## src/rtl/irqc_pkg.sv

```systemverilog
package irqc_pkg;
  localparam int WORD_W  = 32;
  localparam int BASE_N  = 8;
  localparam int GRP_N   = 32;
  localparam int SC1_N   = 5;
  localparam int SC2_N   = 6;
  localparam int SC1_LINE [SC1_N] = '{7, 9, 10, 18, 19};
  localparam int SC2_LINE [SC2_N] = '{21, 22, 23, 24, 25, 30};
  localparam int SUM1_BIT = 8;
  localparam int SUM2_BIT = 9;
  localparam int SC1_LSB  = 10;
  localparam int SC2_LSB  = SC1_LSB + SC1_N;
  localparam int SRC_TOTAL = 2 * GRP_N + BASE_N;
  localparam int FIQ_IDX_W = 7;

  localparam int A_PEND0 = 'h00;
  localparam int A_PEND1 = 'h04;
  localparam int A_PEND2 = 'h08;
  localparam int A_FIQ   = 'h0C;
  localparam int A_SET1  = 'h10;
  localparam int A_SET2  = 'h14;
  localparam int A_SET0  = 'h18;
  localparam int A_CLR1  = 'h1C;
  localparam int A_CLR2  = 'h20;
  localparam int A_CLR0  = 'h24;

  function automatic logic [GRP_N-1:0] sc1_mask();
    logic [GRP_N-1:0] m;
    m = '0;
    for (int i = 0; i < SC1_N; i++) m[SC1_LINE[i]] = 1'b1;
    return m;
  endfunction

  function automatic logic [GRP_N-1:0] sc2_mask();
    logic [GRP_N-1:0] m;
    m = '0;
    for (int i = 0; i < SC2_N; i++) m[SC2_LINE[i]] = 1'b1;
    return m;
  endfunction
endpackage

```

## src/rtl/irqc_group_en.sv

```systemverilog
module irqc_group_en #(
  parameter int W = 32,
  parameter int AW = 8,
  parameter logic [AW-1:0] SET_A = '0,
  parameter logic [AW-1:0] CLR_A = '0
) (
  input  logic          clk,
  input  logic          rst,
  input  logic          we,
  input  logic [AW-1:0] addr,
  input  logic [W-1:0]  wdata,
  input  logic [W-1:0]  raw,
  output logic [W-1:0]  en,
  output logic [W-1:0]  pend
);
  always_ff @(posedge clk) begin
    if (rst) en <= '0;
    else if (we && addr == SET_A) en <= en | wdata;
    else if (we && addr == CLR_A) en <= en & ~wdata;
  end

  assign pend = raw & en;

  AST_SET_TAKES: assert property (@(posedge clk) disable iff (rst)
    (we && addr == SET_A) |=> ((en & $past(wdata)) == $past(wdata)));
  AST_CLR_TAKES: assert property (@(posedge clk) disable iff (rst)
    (we && addr == CLR_A) |=> ((en & $past(wdata)) == '0));
  AST_OTHER_HOLD: assert property (@(posedge clk) disable iff (rst)
    !(we && (addr == SET_A || addr == CLR_A)) |=> $stable(en));
endmodule

```

## src/rtl/irqc_compose.sv

```systemverilog
module irqc_compose
  import irqc_pkg::*;
(
  input  logic [BASE_N-1:0] pend0,
  input  logic [GRP_N-1:0]  pend1,
  input  logic [GRP_N-1:0]  pend2,
  output logic [WORD_W-1:0] word
);
  localparam logic [GRP_N-1:0] SC1_M = sc1_mask();
  localparam logic [GRP_N-1:0] SC2_M = sc2_mask();

  logic [SC1_N-1:0] sc1;
  logic [SC2_N-1:0] sc2;

  for (genvar g = 0; g < SC1_N; g++) begin : g_sc1
    assign sc1[g] = pend1[SC1_LINE[g]];
  end
  for (genvar g = 0; g < SC2_N; g++) begin : g_sc2
    assign sc2[g] = pend2[SC2_LINE[g]];
  end

  always_comb begin
    word = '0;
    word[BASE_N-1:0]       = pend0;
    word[SUM1_BIT]         = |(pend1 & ~SC1_M);
    word[SUM2_BIT]         = |(pend2 & ~SC2_M);
    word[SC1_LSB +: SC1_N] = sc1;
    word[SC2_LSB +: SC2_N] = sc2;
  end
endmodule

```

## src/rtl/irqc_fiq_sel.sv

```systemverilog
module irqc_fiq_sel #(
  parameter int N_SRC = 72,
  parameter int IDX_W = 7,
  parameter int AW = 8,
  parameter logic [AW-1:0] CTRL_A = '0
) (
  input  logic         clk,
  input  logic         rst,
  input  logic         we,
  input  logic [AW-1:0] addr,
  input  logic [7:0]   wdata,
  input  logic [N_SRC-1:0] src,
  output logic [7:0]   ctrl,
  output logic         hit
);
  localparam int SPAN = 2 ** IDX_W;

  logic [SPAN-1:0]  padded;
  logic [IDX_W-1:0] idx;

  always_ff @(posedge clk) begin
    if (rst) ctrl <= '0;
    else if (we && addr == CTRL_A) ctrl <= wdata;
  end

  assign idx    = ctrl[IDX_W-1:0];
  assign padded = SPAN'(src);
  assign hit    = ctrl[7] & padded[idx];
endmodule

```

## src/rtl/bank_irq_ctrl.sv

```systemverilog
module bank_irq_ctrl
  import irqc_pkg::*;
#(
  parameter int ADDR_W = 8
) (
  input  logic              clk,
  input  logic              rst,
  input  logic              wr_en,
  input  logic [ADDR_W-1:0] addr,
  input  logic [31:0]       wr_data,
  output logic [31:0]       rd_data,
  input  logic [7:0]        src_base,
  input  logic [31:0]       src_g1,
  input  logic [31:0]       src_g2,
  output logic              irq,
  output logic              fiq
);
  localparam logic [GRP_N-1:0] SC1_M = sc1_mask();

  logic [BASE_N-1:0] en0, pend0;
  logic [GRP_N-1:0]  en1, pend1, en2, pend2;
  logic [WORD_W-1:0] word;
  logic [7:0]        fctrl;
  logic              fiq_hit;

  irqc_group_en #(.W(BASE_N), .AW(ADDR_W),
    .SET_A(ADDR_W'(A_SET0)), .CLR_A(ADDR_W'(A_CLR0))) u_en0 (
    .clk(clk), .rst(rst), .we(wr_en), .addr(addr), .wdata(wr_data[BASE_N-1:0]),
    .raw(src_base), .en(en0), .pend(pend0));

  irqc_group_en #(.W(GRP_N), .AW(ADDR_W),
    .SET_A(ADDR_W'(A_SET1)), .CLR_A(ADDR_W'(A_CLR1))) u_en1 (
    .clk(clk), .rst(rst), .we(wr_en), .addr(addr), .wdata(wr_data),
    .raw(src_g1), .en(en1), .pend(pend1));

  irqc_group_en #(.W(GRP_N), .AW(ADDR_W),
    .SET_A(ADDR_W'(A_SET2)), .CLR_A(ADDR_W'(A_CLR2))) u_en2 (
    .clk(clk), .rst(rst), .we(wr_en), .addr(addr), .wdata(wr_data),
    .raw(src_g2), .en(en2), .pend(pend2));

  irqc_compose u_comp (.pend0(pend0), .pend1(pend1), .pend2(pend2), .word(word));

  irqc_fiq_sel #(.N_SRC(SRC_TOTAL), .IDX_W(FIQ_IDX_W), .AW(ADDR_W),
    .CTRL_A(ADDR_W'(A_FIQ))) u_fiq (
    .clk(clk), .rst(rst), .we(wr_en), .addr(addr), .wdata(wr_data[7:0]),
    .src({src_base, src_g2, src_g1}), .ctrl(fctrl), .hit(fiq_hit));

  always_ff @(posedge clk) begin
    if (rst) begin
      irq     <= 1'b0;
      fiq     <= 1'b0;
      rd_data <= '0;
    end else begin
      irq <= |word;
      fiq <= fiq_hit;
      case (addr)
        ADDR_W'(A_PEND0): rd_data <= word;
        ADDR_W'(A_PEND1): rd_data <= pend1;
        ADDR_W'(A_PEND2): rd_data <= pend2;
        ADDR_W'(A_SET0):  rd_data <= WORD_W'(en0);
        ADDR_W'(A_SET1):  rd_data <= en1;
        ADDR_W'(A_SET2):  rd_data <= en2;
        ADDR_W'(A_FIQ):   rd_data <= WORD_W'(fctrl);
        default:          rd_data <= '0;
      endcase
    end
  end

  AST_RESET_CLEAR: assert property (@(posedge clk) disable iff (rst)
    $past(rst) |-> (en0 == '0 && en1 == '0 && en2 == '0 && fctrl == '0));
  AST_IRQ_QUIET: assert property (@(posedge clk) disable iff (rst)
    (word == '0) |=> !irq);
  AST_IRQ_RAISE: assert property (@(posedge clk) disable iff (rst)
    (pend0 != '0) |=> irq);
  AST_FIQ_RANGE: assert property (@(posedge clk) disable iff (rst)
    fiq |-> ($past(fctrl[7]) && $past(fctrl[6:0]) < 7'(SRC_TOTAL)));
  AST_SC_NO_SUM: assert property (@(posedge clk) disable iff (rst)
    ((pend1 & ~SC1_M) == '0) |-> !word[SUM1_BIT]);
  AST_BASE_UPPER_ZERO: assert property (@(posedge clk) disable iff (rst)
    (addr == ADDR_W'(A_SET0)) |=> (rd_data[31:BASE_N] == '0));
endmodule

```

## config.mk

```make
export PLATFORM = sky130hd
export DESIGN_NAME = bank_irq_ctrl
export DESIGN_NICKNAME = d
export VERILOG_FILES = /design/src/rtl/irqc_pkg.sv /design/src/rtl/irqc_group_en.sv /design/src/rtl/irqc_compose.sv /design/src/rtl/irqc_fiq_sel.sv /design/src/rtl/bank_irq_ctrl.sv
export SDC_FILE = /design/constraint.sdc
export NUM_CORES = 1
export LEC_CHECK = 0
export ABC_CLOCK_PERIOD_IN_PS = 2300
export CAP_MARGIN = 20
export CORE_ASPECT_RATIO = 1.75
export CORE_MARGIN = 10
export CORE_UTILIZATION = 29
export CTS_BUF_LIST = sky130_fd_sc_hd__clkbuf_2
export DETAILED_ROUTE_END_ITERATION = 10
export PLACE_DENSITY = 0.55
export SLEW_MARGIN = 5
export SYNTH_ARGS = -nofsm -noshare
export SYNTH_HDL_FRONTEND = slang
export SYNTH_SLANG_ARGS = --single-unit
```

## constraint.sdc

```tcl
create_clock -name clk -period 2.3 [get_ports clk]
set_input_delay 0.46 -clock clk [delete_from_list [all_inputs] [get_ports clk]]
set_output_delay 0.46 -clock clk [all_outputs]
set_load 0.05 [all_outputs]
```

* Word-level counts from Yosys, hierarchy flattened
Cells that the tools add are included.
Word-level totals: output and inout bits 34, input bits 115, logic and storage cells 52, register bits 114
Cells by class: multiplexer cells 9, reduce and logical (&&, ||, !) cells 14, equality and inequality tests 9, bitwise operators 12, magnitude comparators 1
Operators by type and width (number):
- $pmux W32 S7 | 1
- $and A32 B32 Y32 | 4
- $mux W32 | 4
- $reduce_or A72 Y1 | 1
- $or A32 B32 Y32 | 2
- $eq A8 B5 Y1 const B | 4
- $not A32 Y32 | 1
- $reduce_or A27 Y1 | 1
- $reduce_or A26 Y1 | 1
- $and A8 B8 Y8 | 2
- $eq A8 B4 Y1 const B | 2
- $eq A8 B6 Y1 const B | 2
- $mux W8 | 2
- $eq A8 B3 Y1 const B | 1
- $logic_not A8 Y1 | 1
- $lt A7 B8 Y1 const B | 1
- $not A8 Y8 | 1
- $or A8 B8 Y8 | 1
- $bmux W1 S7 | 1
- $logic_and A1 B1 Y1 | 7
- $reduce_bool A2 Y1 | 3
- $and A1 B1 Y1 | 1
- $mux W1 | 1

* Logic depth before layout (Yosys ltp)
depth in word-level cells 4, depth in mapped cells 8, gate-level depth less buffers 5

* Modules after synthesis
Synthesis repeated with hierarchy kept, for this count alone.
Second synthesis, totals: cells, all modules 843, area total of the unflattened synthesis 7703.6 um^2
Modules (own cells, without submodules):
- bank_irq_ctrl | cells an instance 261, area an instance 2387.3 um^2, sequential area each 680.7 um^2, times used 1
- irqc_group_en at u_en2 | cells an instance 216, area an instance 1798.0 um^2, sequential area each 640.6 um^2, times used 1
- irqc_group_en at u_en1 | cells an instance 186, area an instance 1764.2 um^2, sequential area each 640.6 um^2, times used 1
- irqc_fiq_sel | cells an instance 91, area an instance 982.2 um^2, sequential area each 160.2 um^2, times used 1
- irqc_group_en at u_en0 | cells an instance 40, area an instance 424.2 um^2, sequential area each 160.2 um^2, times used 1
- irqc_compose | cells an instance 49, area an instance 347.8 um^2, sequential area each 0.0 um^2, times used 1

* Worst setup path after synthesis
No wires, ideal clock.
kind reg2reg, start register u_fiq.ctrl[5], end register fiq, data required time 2170 ps, slack 342 ps, clock period less this slack 1958 ps, buffers on the path 2, library setup time 130 ps, cell stages (with the launch flop) 7, data arrival time 1828 ps, cells stage by stage dfxtp_1 clkbuf_1 buf_2 mux4_2 mux2_2 o2111ai_1 nand4_1
Between the ends: cells in the longest elaborated chain, start to end 3
Ends and longest elaborated chain:
- start, declared | RTL line irqc_fiq_sel.sv:13 | output logic [7:0] ctrl,
- start signal, assigned | RTL line irqc_fiq_sel.sv:23 | else if (we && addr == CTRL_A) ctrl <= wdata;
- $bmux W1 S7 | RTL line irqc_fiq_sel.sv:28 | assign hit = ctrl[7] & padded[idx];
- $mux W1 (implied by the code) | RTL line irqc_fiq_sel.sv:28
- $and A1 B1 Y1 | RTL line irqc_fiq_sel.sv:28
- end signal, assigned | RTL line bank_irq_ctrl.sv:55 | fiq <= fiq_hit;
- end, declared | RTL line bank_irq_ctrl.sv:16 | output logic fiq
No other way between the ends. The select of a mux whose other input is x is not followed. A chain may end at the register's enable or synchronous reset.

* Worst setup path in the final report
start register rd_data[8], end output rd_data[8]
RTL lines:
- start, declared | RTL line bank_irq_ctrl.sv:11 | output logic [31:0] rd_data,
- start signal, assigned | RTL line bank_irq_ctrl.sv:57 | ADDR_W'(A_PEND0): rd_data <= word;
- start signal, assigned | RTL line bank_irq_ctrl.sv:58 | ADDR_W'(A_PEND1): rd_data <= pend1;
- start signal, assigned | RTL line bank_irq_ctrl.sv:59 | ADDR_W'(A_PEND2): rd_data <= pend2;
No word-level cell between the ends.

==> results.yml <==
outcome:
  status: "finished clean"
sta:
  drv_slew: 0
  hold_viol: 0
  finalCritPeriodShare: 0.9481
  skew_ns: 0.04431
  period_needed_ns: 2.181
  rsz0062_at_grt: "no"
  fin_hold_ws_ns: 0.1801
  worstMarginPinSlew_ns: 0.6102
  relSlewSlack: 0.5932
  finalSetupViolations: 0
  tns_ns: 0
  timing.fmax_ghz: 0.4586
logic_synthesis:
  synthAdderAreaFrac: 0
  syn_inst: 722
  syn_area_per_cell_um2: 8.294
  syn-num-nets: 837
  yosys.area_share.simple: 0.2163
  ys_ff_latch: 114
  async_flop_share: 0
  syn_area_mm2: 0.005988
  synth_top_family_by_area: "compound AO/OA/AOI/OAI gates"
  ys_types: 47
  synth_edf_count: 0
  synth_flop_cell: "dfxtp_1"
  synth_mux_area_frac: 0.08358
  seq_area_frac_synth: 0.3811
  synthXorXnorAreaFrac: 0
  yosysWarnings: 0
  synth_compound_area_frac: 0.2723
layout:
  fillerInstances: 2044
  fin_nets: 1053
  layout.cells.most_common: "nand2_1"
  final_cell_mix: "122 x nand2_1, 114 x dfxtp_1, 113 x clkdlybuf4s50_1"
  syn_to_final_growth_pct: 44.84
  drive_gt1_frac: 0.1714
clock_tree:
  holdBufCountCts: 0
  insertion_delay_ns: 0.71
  cts_tree: "yes"
  cts-buffers-inserted: 17
  root_buffer: "clkbuf_2"
  cts-htree-levels: 4
  postCtsSetupBuffers: 0
  cts.repair.resized: 34
  clk_path_buf_depth: 2
  cts.sinks: 114
  clk_pin_slew_ns: 0.22
placed_design:
  numPortBuffers: 148
  place_congestion: 0.9558
  hpwl_um: 21870
min_path:
  hold-path-cell-count: 4
  hp-class: "in -> reg"
route:
  routed_wl_um: 28210
  drcViolationCount: 0
  via_count: 6760
  drtIter0Drc: 761
  viasPerCell: 5.633
  ant_nets: 0
  drt_pre_antenna_iters: 7
  wire_per_inst_um: 23.51
grt:
  grt_max_degree: 44
  grt_pass1_wl_um: 41910
  grt_usage: 0.2037
  overflow: 0
  antenna_found_initial: 1
  grt_pass1_vias: 6820
floorplanning:
  core_mm2: 0.02029
  die-area_mm2: 0.02702
  start_util: 0.2952
  die_x_um: 128.6
  rows: 69
  die_h_um: 210.1
  io_pins: 149
setup_path:
  critPathArrivalTime_ns: 1.72
  cp_num_cells: 1
  cp_top_family: "buffers and inverters"
  crit_fanout: 1
  worstSetupEndpointType: "output pin"
  required_ns: 1.84
  path_class: "reg -> out"
  crit_chain: "dlygate4sd2_1"
  path_buf_inv: 1
  startpoint_type: "register"
  crit_slowest_cell: "dlygate4sd2_1"
  rr_worst_depth: 6
  max_stage_delay_ns: 0.56
  r2r_slack_ns: 0.32
pwr:
  power_mw: 3.862
  peakVddDrop_mv: 0.3069
  leakagePower_nw: 3.179
  cellPowerDensity_mw_per_mm2: 445.2
flow_run:
  cap_violations: 0
==> final timing paths <==
check,startpoint,end
min,rst,fiq$_SDFF_PP0_
max,rd_data[8]$_SDFF_PP0_,rd_data[8]
max reg2reg,u_fiq.ctrl[1]$_SDFFE_PP0P_,fiq$_SDFF_PP0_
min reg2reg,register,rd_data[13]$_SDFF_PP0_
==> cell usage after synthesis (3+ instances only) <==
master	n	area, um2
a2bb2oi_1	3	26.28
buf_2	20	100.1
dfxtp_1	114	2282
o21ai_0	7	35.03
nor2_1	75	281.5
nor4_1	3	18.77
a31oi_1	10	62.56
a32oi_1	7	61.31
nand4_1	6	37.54
o31a_1	7	61.31
buf_4	4	30.03
and3_1	4	25.02
a22oi_1	105	788.3
and2_1	3	18.77
a21o_1	22	165.2
nand2b_1	20	125.1
nor3_1	4	20.02
clkbuf_1	27	101.4
a21oi_1	61	305.3
a21boi_0	7	52.55
nand2_1	122	457.9
nand3_1	23	115.1
mux2i_1	5	50.05
mux4_2	19	427.9
nor2b_1	8	50.05
inv_1	12	45.04
==> layout make-up <==
type	count	area (um2)	area share
multi-input cells	544	3435	0.3960
repair buffers	249	2367	0.2729
flip-flops and latches	114	2282	0.2631
well taps	248	310.3	0.03578
clock inverters	14	141.4	0.01630
clock buffers	18	90.09	0.01039
inverters	12	45.04	0.005193
diodes	1	2.502	0.0002885
==> power by group <==
part	switching [mW]	internal (mW)	leakage, nW
registers	0.00286	1.98	0.918
clock network	0.876	0.491	0.125
logic	0.230	0.281	2.14
total	1.11	2.75	3.18
==> routing by layer <==
layer,vias up,track usage,routed length (um)
li1,3083,-,-
met1,3241,0.2273,10460
met2,377,0.3484,14080
met3,59,0.04824,2293
met4,0,0.1067,1373
met5,-,0,0
==> stage by stage <==
step,setup WS [ns],utilization,std cells,area (um2)
2_1_floorplan,0.3420,-,722,5988
3_3_place_gp,-0.2168,0.4181,1167,8482
3_5_place_dp,-0.2146,0.4181,1167,8482
4_1_cts,0.08261,0.4274,1199,8671
5_1_grt,0.07748,0.4275,1200,8673
6_report,0.1193,0.4275,1200,8673
==> worst reg2reg max path, cell delays in order, from the launching register on <==
cell       delay (ns)
dfxtp_1          0.59
buf_12           0.22
mux4_2           0.53
mux2i_1          0.18
o2111ai_1        0.12
o211ai_1         0.11
nand4_1          0.10
==> kinds of logic (layout without fill, tap and decap cells) <==
kind of cell | Yosys count | count (layout)
simple gates | 281 | 281
flops | 114 | 114
other cells | 0 | 1
mux | 26 | 26
buf+inv | 64 | 293
compound gates | 237 | 237
Note: power is estimated with default switching activity, not from simulation.
